File: config.mk
export PLATFORM = sky130hd
export DESIGN_NAME = uirq_ctrl
export DESIGN_NICKNAME = d
export VERILOG_FILES = /design/src/rtl/uirq_pkg.sv /design/src/rtl/uirq_ier_reg.sv /design/src/rtl/uirq_thre_track.sv /design/src/rtl/uirq_prio_enc.sv /design/src/rtl/uirq_ctrl.sv
export SDC_FILE = /design/constraint.sdc
export NUM_CORES = 1
export LEC_CHECK = 0
export ABC_AREA = 1
export CAP_MARGIN = 40
export CELL_PAD_IN_SITES_DETAIL_PLACEMENT = 1
export CELL_PAD_IN_SITES_GLOBAL_PLACEMENT = 1
export CORE_UTILIZATION = 22
export CTS_CLUSTER_DIAMETER = 120
export CTS_CLUSTER_SIZE = 12
export DETAILED_ROUTE_END_ITERATION = 8
export PLACE_DENSITY_LB_ADDON = 0.1
export SLEW_MARGIN = 10
export SYNTH_ARGS = -nofsm -noshare
export SYNTH_HDL_FRONTEND = slang
export SYNTH_SLANG_ARGS = --single-unit
File: constraint.sdc
create_clock -name clk -period 1.1 [get_ports clk]
set_input_delay 0.22 -clock clk [delete_from_list [all_inputs] [get_ports clk]]
set_output_delay 0.22 -clock clk [all_outputs]
set_load 0.02 [all_outputs]
File: src/rtl/uirq_pkg.sv
package uirq_pkg;
   typedef enum logic [3:0] {
      IID_MODEM   = 4'h0,
      IID_NONE    = 4'h1,
      IID_THRE    = 4'h2,
      IID_RXDATA  = 4'h4,
      IID_LINE    = 4'h6,
      IID_TIMEOUT = 4'hC
   } iid_e;

   localparam int NUM_SRC = 5;

   // index 0 is the highest priority
   function automatic iid_e src_code(input int idx);
      case (idx)
         0:       return IID_LINE;
         1:       return IID_TIMEOUT;
         2:       return IID_RXDATA;
         3:       return IID_THRE;
         default: return IID_MODEM;
      endcase
   endfunction
endpackage

File: src/rtl/uirq_ier_reg.sv
module uirq_ier_reg #(
   parameter int BUS_W    = 8,
   parameter int IER_BITS = 4
) (
   input  logic                clk,
   input  logic                rst_n,
   input  logic                wr,
   input  logic [BUS_W-1:0]    wdata,
   output logic [IER_BITS-1:0] ier_q,
   output logic                thri_flip
);
   generate
      if (IER_BITS < 4 || IER_BITS >= BUS_W) begin : g_bad_width
         $error("uirq_ier_reg: IER_BITS must be in 4..BUS_W-1");
      end
   endgenerate

   logic unused_hi_bits;
   assign unused_hi_bits = ^wdata[BUS_W-1:IER_BITS];

   always_ff @(posedge clk or negedge rst_n) begin
      if (!rst_n)  ier_q <= '0;
      else if (wr) ier_q <= wdata[IER_BITS-1:0];
   end

   assign thri_flip = wr && (wdata[1] != ier_q[1]);


   ier_store_chk: assert property (@(posedge clk) disable iff (!rst_n)
      wr |=> ier_q == $past(wdata[IER_BITS-1:0]));
endmodule

File: src/rtl/uirq_thre_track.sv
module uirq_thre_track (
   input  logic clk,
   input  logic rst_n,
   input  logic thr_wr,
   input  logic thri_flip,
   input  logic thri_new,
   input  logic iir_rd,
   input  logic iir_is_thre,
   input  logic tx_empty_evt,
   input  logic tx_idle_evt,
   output logic thre_pend,
   output logic lsr_thre,
   output logic lsr_temt
);
   always_ff @(posedge clk or negedge rst_n) begin
      if (!rst_n) begin
         lsr_thre <= 1'b1;
         lsr_temt <= 1'b1;
      end else if (thr_wr) begin
         lsr_thre <= 1'b0;
         lsr_temt <= 1'b0;
      end else begin
         if (tx_empty_evt) lsr_thre <= 1'b1;
         if (tx_idle_evt)  lsr_temt <= 1'b1;
      end
   end

   // thr_wr > enable flip > drain event > identification read
   always_ff @(posedge clk or negedge rst_n) begin
      if (!rst_n)                     thre_pend <= 1'b0;
      else if (thr_wr)                thre_pend <= 1'b0;
      else if (thri_flip)             thre_pend <= thri_new && lsr_thre;
      else if (tx_empty_evt)          thre_pend <= 1'b1;
      else if (iir_rd && iir_is_thre) thre_pend <= 1'b0;
   end


   thr_write_chk: assert property (@(posedge clk) disable iff (!rst_n)
      thr_wr |=> !lsr_thre && !lsr_temt && !thre_pend);


   read_clear_chk: assert property (@(posedge clk) disable iff (!rst_n)
      (iir_rd && iir_is_thre && !thr_wr && !thri_flip && !tx_empty_evt) |=> !thre_pend);


   drain_set_chk: assert property (@(posedge clk) disable iff (!rst_n)
      (tx_empty_evt && !thr_wr) |=> lsr_thre);
endmodule

File: src/rtl/uirq_prio_enc.sv
module uirq_prio_enc
   import uirq_pkg::*;
#(
   parameter int CNT_W    = 5,
   parameter bit HAS_FIFO = 1'b1
) (
   input  logic [3:0]       ier,
   input  logic [3:0]       lsr_err,
   input  logic             data_ready,
   input  logic             fifo_en,
   input  logic [CNT_W-1:0] rx_count,
   input  logic [CNT_W-1:0] rx_trig,
   input  logic             timeout_pend,
   input  logic             thre_pend,
   input  logic [3:0]       msr_delta,
   output iid_e             code
);
   logic                rx_lvl_ok;
   logic [NUM_SRC-1:0]  req;

   generate
      if (HAS_FIFO) begin : g_fifo_cmp
         assign rx_lvl_ok = !fifo_en || (rx_count >= rx_trig);
      end else begin : g_no_fifo
         logic unused_cnt;
         assign unused_cnt = ^{rx_count, rx_trig, fifo_en};
         assign rx_lvl_ok  = 1'b1;
      end
   endgenerate

   assign req[0] = ier[2] && (|lsr_err);
   assign req[1] = ier[0] && timeout_pend;
   assign req[2] = ier[0] && data_ready && rx_lvl_ok;
   assign req[3] = ier[1] && thre_pend;
   assign req[4] = ier[3] && (|msr_delta);

   always_comb begin
      code = IID_NONE;
      for (int i = NUM_SRC - 1; i >= 0; i--) begin
         if (req[i]) code = src_code(i);
      end
   end
endmodule

File: src/rtl/uirq_ctrl.sv
module uirq_ctrl
   import uirq_pkg::*;
#(
   parameter int FIFO_DEPTH = 16,
   parameter bit HAS_FIFO   = 1'b1,
   localparam int CNT_W     = $clog2(FIFO_DEPTH + 1)
) (
   input  logic             clk,
   input  logic             rst_n,
   input  logic             ier_wr,
   input  logic [7:0]       ier_wdata,
   input  logic             iir_rd,
   input  logic             thr_wr,
   input  logic             tx_empty_evt,
   input  logic             tx_idle_evt,
   input  logic             fifo_en,
   input  logic [3:0]       lsr_err,
   input  logic             data_ready,
   input  logic [CNT_W-1:0] rx_count,
   input  logic [CNT_W-1:0] rx_trig,
   input  logic             timeout_pend,
   input  logic [3:0]       msr_delta,
   output logic [7:0]       ier_o,
   output logic [7:0]       iir_o,
   output logic             irq_o,
   output logic             lsr_thre_o,
   output logic             lsr_temt_o
);
   localparam int IER_BITS = 4;

   generate
      if (FIFO_DEPTH < 2) begin : g_bad_depth
         $error("uirq_ctrl: FIFO_DEPTH must be at least 2");
      end
   endgenerate

   logic [IER_BITS-1:0] ier_q;
   logic                thri_flip;
   logic                thre_pend;
   iid_e                code_nxt;
   logic [3:0]          iid_q;
   logic [1:0]          fifo_tag_q;

   uirq_ier_reg #(.BUS_W(8), .IER_BITS(IER_BITS)) u_ier (
      .clk(clk), .rst_n(rst_n), .wr(ier_wr), .wdata(ier_wdata),
      .ier_q(ier_q), .thri_flip(thri_flip)
   );

   uirq_thre_track u_thre (
      .clk(clk), .rst_n(rst_n), .thr_wr(thr_wr),
      .thri_flip(thri_flip), .thri_new(ier_wdata[1]),
      .iir_rd(iir_rd), .iir_is_thre(iid_q == IID_THRE),
      .tx_empty_evt(tx_empty_evt), .tx_idle_evt(tx_idle_evt),
      .thre_pend(thre_pend), .lsr_thre(lsr_thre_o), .lsr_temt(lsr_temt_o)
   );

   uirq_prio_enc #(.CNT_W(CNT_W), .HAS_FIFO(HAS_FIFO)) u_enc (
      .ier(ier_q), .lsr_err(lsr_err), .data_ready(data_ready),
      .fifo_en(fifo_en), .rx_count(rx_count), .rx_trig(rx_trig),
      .timeout_pend(timeout_pend), .thre_pend(thre_pend),
      .msr_delta(msr_delta), .code(code_nxt)
   );

   always_ff @(posedge clk or negedge rst_n) begin
      if (!rst_n) begin
         iid_q      <= IID_NONE;
         fifo_tag_q <= 2'b00;
         irq_o      <= 1'b0;
      end else begin
         iid_q      <= code_nxt;
         fifo_tag_q <= {2{fifo_en}};
         irq_o      <= (code_nxt != IID_NONE);
      end
   end

   assign iir_o = {fifo_tag_q, 2'b00, iid_q};
   assign ier_o = {{(8 - IER_BITS){1'b0}}, ier_q};


   irq_match_chk: assert property (@(posedge clk) disable iff (!rst_n)
      irq_o == !iir_o[0]);


   line_first_chk: assert property (@(posedge clk) disable iff (!rst_n)
      (ier_q[2] && (|lsr_err)) |=> iir_o[3:0] == 4'h6);


   code_legal_chk: assert property (@(posedge clk) disable iff (!rst_n)
      iir_o[3:0] inside {4'h0, 4'h1, 4'h2, 4'h4, 4'h6, 4'hC});


   fifo_tag_chk: assert property (@(posedge clk) disable iff (!rst_n)
      1'b1 |=> iir_o[7:6] == {2{$past(fifo_en)}} && iir_o[5:4] == 2'b00);
endmodule

; ---- Word level (Yosys, flattened, before mapping)
; Cells that the tools add are included.
[classes]
magnitude_cmp = 1
eq_ne = 3
n_mux = 13
reduce_logical = 16
[op_table]
columns = op, n
row1 = logical AND 1 bit, 9
row2 = two-way mux 1 bit, 9
row3 = two-way mux 4 bit, 2
row4 = OR reduction 4 bit, 2
row5 = >= comparator 5 bit, 1
row6 = == test 4 x 2 -> 1 bit (second input constant), 1
row7 = != test 4 x 1 -> 1 bit (second input constant), 1
row8 = nonzero test 2 bit, 2
row9 = nonzero test 4 bit, 1
row10 = two-way mux 3 bit, 1
row11 = two-way mux 2 bit, 1
row12 = zero test 1 bit, 1
row13 = logical OR 1 bit, 1
row14 = != test 1 bit, 1
[word_totals]
regBits = 13
input_bits = 36
output_inout_bits = 19
elab_cells = 40

; ---- Depth between registers and ports, before layout
[logic_depth]
ltp_word = 8
mapped_depth = 11

; ---- Hierarchy
; From an unflattened synthesis, not the netlist that was laid out.
[unflattened]
cells_unflattened = 104
area_unflattened_um2 = 795.8
[modules_own_cells]
columns = module, instances, cells_per_inst, area_per_inst_um2, seq_area_each_um2
row1 = uirq_ctrl, 1, 24, 245.2, 151.4
row2 = uirq_prio_enc, 1, 42, 239.0, 0.0
row3 = uirq_ier_reg, 1, 21, 181.4, 100.1
row4 = uirq_thre_track, 1, 17, 130.1, 77.6

; ---- Worst setup path after synthesis
; Ideal clock, no wire load.
[synth_timing]
path_kind = input-to-reg
start = input port rx_trig[2]
end = register iid_q[0]
setup_time_ns = 0.064
t_arrival_ns = 0.995
required_ns = 1.036
path_slack_ns = 0.041
path_stages = 11
path_cell_list = inv_1 ha_1 nand2_1 inv_1 nand2_1 nand2_1 nand2_1 nand2_1 nand2_2 nand3_2 nor2_2
[synth_via]
elab_chain_len = 6
[synth_rtl]
columns = element, line
row1 = "start, declared", uirq_ctrl.sv:20  ; input logic [CNT_W-1:0] rx_trig,
row2 = >= comparator 5 bit, uirq_prio_enc.sv:23  ; assign rx_lvl_ok = !fifo_en || (rx_count >= rx_trig);
row3 = logical OR 1 bit, uirq_prio_enc.sv:23
row4 = logical AND 1 bit, uirq_prio_enc.sv:33  ; assign req[2] = ier[0] && data_ready && rx_lvl_ok;
row5 = two-way mux 3 bit, uirq_prio_enc.sv:40  ; if (req[i]) code = src_code(i);
row6 = two-way mux 4 bit (2 in a row), uirq_prio_enc.sv:40
row7 = named net code_nxt[0], uirq_ctrl.sv:40  ; iid_e code_nxt;
row8 = "end signal, assigned", uirq_ctrl.sv:70  ; iid_q <= code_nxt;
row9 = "end, declared", uirq_ctrl.sv:41  ; logic [3:0] iid_q;
; The timed path passes the listed nets, and every way through them passes these cells.
; A chain may end at the register's enable or synchronous reset.

; ---- Worst setup path after layout
[layout_timing]
start = register u_thre.lsr_thre
end = output port lsr_thre_o
[layout_rtl]
columns = element, line
row1 = "start, declared", uirq_thre_track.sv:12  ; output logic lsr_thre,
row2 = "start signal, assigned", uirq_thre_track.sv:17  ; lsr_thre <= 1'b1;
row3 = "start signal, assigned", uirq_thre_track.sv:20  ; lsr_thre <= 1'b0;
row4 = "start signal, assigned", uirq_thre_track.sv:23  ; if (tx_empty_evt) lsr_thre <= 1'b1;
row5 = "end, declared", uirq_ctrl.sv:26  ; output logic lsr_thre_o,
; No word-level cell between the ends.

==> impl_metrics.yaml <==
cts:
  cts_tree: "done"
  root_buffer: "clkbuf_4"
  cts_buffers: 3
  clk_pin_slew_worst_paths_ns: 0.09
  cts_buffer_depth: 2
  cts_sinks: 13
  clk_latency_ns: 0.28
  hold_buffers: 0
  cts_max_level: 1
timing:
  rsz0062_at_grt: "true"
  finalCriticalPeriod_ns: 1.16
  setup_viol: 3
  drv_slew: 0
  fin_crit_sh_pct: 105
  finalWorstSetupSlack_ns: -0.0581
  maxClockFrequency_mhz: 863
  fin_skew_ns: 0.00956
  hold_viol_final: 0
worst_hold_path:
  min-delay-path-class: "in2async"
synthesis:
  synth_warnings: 0
  synth_top_cell_by_area: "dfrtp_1"
  ys_seq_area_share_pct: 43.4
  synth_area_leaders: "dfrtp_1 (33%), nand2_1 (13%), dfstp_2 (10%), inv_1 (8.4%), ha_1 (8.3%)"
  synth_seq_cells: 13
  synth_top_area_share_pct: 33.0
  syn_avg_cell_area_sq_um: 7.98
  syn_inst: 95
  synth_area_sq_um: 758
  yosysUniqueCellTypes: 21
flow_run:
  maxCapViolCount: 0
detailed_routing:
  firstDrtPassIters: 2
  wirelength_mm: 2.12
  antenna_left: 0
  post_drt_wl_per_cell_um: 11.0
  vias: 770
  viasPerCell: 3.99
  drtIter0Drc: 4
  drc: 0
setup_path:
  cp_slowest_cell: "dfstp_2"
  critical_path_class: "reg2out"
  cpPeakStageDelay_ns: 0.55
  crit_buf_inv: 1
  required_ns: 0.88
  end_kind: "output port"
  path_cells: "buf_6"
  worstPathMaxFanout: 2
  start_kind: "flip-flop"
  critical_path_arrival_ns: 0.94
  cpLargestDelayFamily: "flip-flops"
global_routing:
  grt_first_pass_wirelength_mm: 3.46
  grt_pass1_vias: 768
  grt_max_degree: 14
  grt_antenna_before_repair: 0
  overflow: 0
  gr-usage-all-layers_pct: 13.0
placement:
  dp_hpwl_mm: 1.77
  post_dp_cell_area_sq_mm: 0.00128
  globalplace.congestion: 0.716
  io_buffers: 44
run_status:
  violations: "setup timing"
  status: "complete, but fails checks"
die:
  rows: 20
  coreArea_sq_mm: 0.00315
  die_w_um: 60.7
  initial_core_util_pct: 24.0
  ioPinCount: 55
  die_area_sq_mm: 0.00369
  die_h_um: 60.7
final_layout:
  nets: 191
  antenna_cells: 0
  drive_above_1_share_pct: 32.2
  final_util_pct: 40.6
  area_growth_pct: 68.8
  fillers: 410
  design_area_sq_mm: 0.00128
power_and_ir_drop:
  peakVddDrop_v: 0.000534
  power.density_mw_per_mm2: 1010
  p_leak_nw: 0.664
  finalPower_mw: 1.30
==> metrics by stage <==
step	setup slack (ns)	setup TNS, ns	instances	hold WS, ns
after detailed placement	-0.546	-3.81	189	0.486
final	-0.0581	-0.160	193	0.239
after global placement	-0.513	-3.47	189	0.477
after floorplan	0.0409	0	100	-0.0756
after global routing	-0.0935	-0.265	193	0.243
after CTS	-0.0721	-0.208	193	0.239
==> cell type report <==
cell class / instances / area [sq um] / share of cell area [%]
repair buffers: 52 / 424 / 33.1
multi-input cells: 62 / 378 / 29.5
flip-flops and latches: 13 / 329 / 25.7
inverters: 18 / 67.6 / 5.28
well taps: 44 / 55.1 / 4.30
clock buffers: 4 / 26.3 / 2.05
==> sequential cells by signal, summed over array words and instances (netlist names) <==
| signal | count |
|---|---|
| fifo_tag_q | 1 |
| iid_q | 4 |
| irq_o | 1 |
| u_ier.ier_q | 4 |
| u_thre.lsr_temt | 1 |
| u_thre.lsr_thre | 1 |
| u_thre.thre_pend | 1 |
==> placed cells by master, fill, tap and decap left out, types with 3 or more instances in the layout <==
master / synthesis / final
nor2_1: 10 / 10
inv_1: 17 / 14
clkbuf_2: 0 / 5
ha_4: 0 / 3
buf_6: 0 / 3
nand2_1: 27 / 27
conb_1: 1 / 6
a21oi_2: 1 / 3
buf_2: 0 / 10
clkbuf_4: 0 / 3
inv_2: 1 / 4
dfrtp_1: 10 / 10
clkdlybuf4s50_1: 0 / 21
dfstp_2: 3 / 3
dlygate4sd2_1: 0 / 4
buf_4: 7 / 8
==> power by group <==
group | switching (mW) | total, mW | leakage (nW) | internal, mW
Clock | 0.161 | 0.301 | 0.0150 | 0.141
Combinational | 0.230 | 0.444 | 0.498 | 0.214
Sequential | 0.0221 | 0.551 | 0.152 | 0.529
Total | 0.413 | 1.30 | 0.664 | 0.884
==> routing by layer <==
metal | wire length [um] | up-vias | share of wire, % | global-route usage (%)
met5 | 0 | - | 0 | 0
met4 | 8 | 0 | 0.38 | 3.90
met3 | 160 | 2 | 7.6 | 5.12
met2 | 1120 | 26 | 53 | 22.4
met1 | 822 | 359 | 39 | 14.8
li1 | - | 383 | - | -
==> worst register-to-register path, stage by stage, from the launching register on <==
cell and delay [ns]:
dfrtp_1 0.38, buf_4 0.15, nand2_1 0.06, inv_1 0.07, a21oi_2 0.14, inv_1 0.07, nor2_2 0.10
==> kinds of logic after synthesis <==
| kind of cell | synth area share [%] |
|---|---|
| simple gates | 24.3 |
| buf+inv | 15.8 |
| flops | 43.4 |
| compound gates | 7.76 |
| fa+ha+maj | 8.25 |
| other cells | 0.495 |
==> repair_timing <==
item                                   4_1_cts  5_1_grt
buffers inserted                             0        0
endpoints found under the hold margin        0        0
setup endpoints to repair                   17        7
resized for setup                           75       13
pin swaps                                   11        7
==> Yosys cell counts <==
library cell,instances
inv_2,1
dfstp_2,3
a31oi_1,1
nor2_1,10
a21oi_2,1
nand3_2,1
o21ai_4,1
nand4_1,2
a21oi_1,2
dfrtp_1,10
nor2_2,1
nand2_2,1
o21ai_0,1
nor3_1,1
inv_1,17
nand3_1,1
ha_1,5
a211oi_2,1
conb_1,1
buf_4,7
nand2_1,27
==> path summary, 6_finish.rpt <==
check / end / startpoint / slack (ns) / depth (start not counted)
min in group clk: fifo_tag_q[0] / fifo_en / 0.40 / 1
hold / removal: u_ier.ier_q[3] / rst_n / 0.24 / 2
max in group asynchronous: iid_q[0] / rst_n / 0.62 / 2
hold reg to reg: u_thre.lsr_temt / u_thre.lsr_temt / 0.50 / 2
setup reg to reg: iid_q[0] / u_ier.ier_q[1] / 0.08 / 6
setup / recovery: lsr_thre_o / u_thre.lsr_thre / -0.06 / 1
Power figures use the tool's default switching activity.
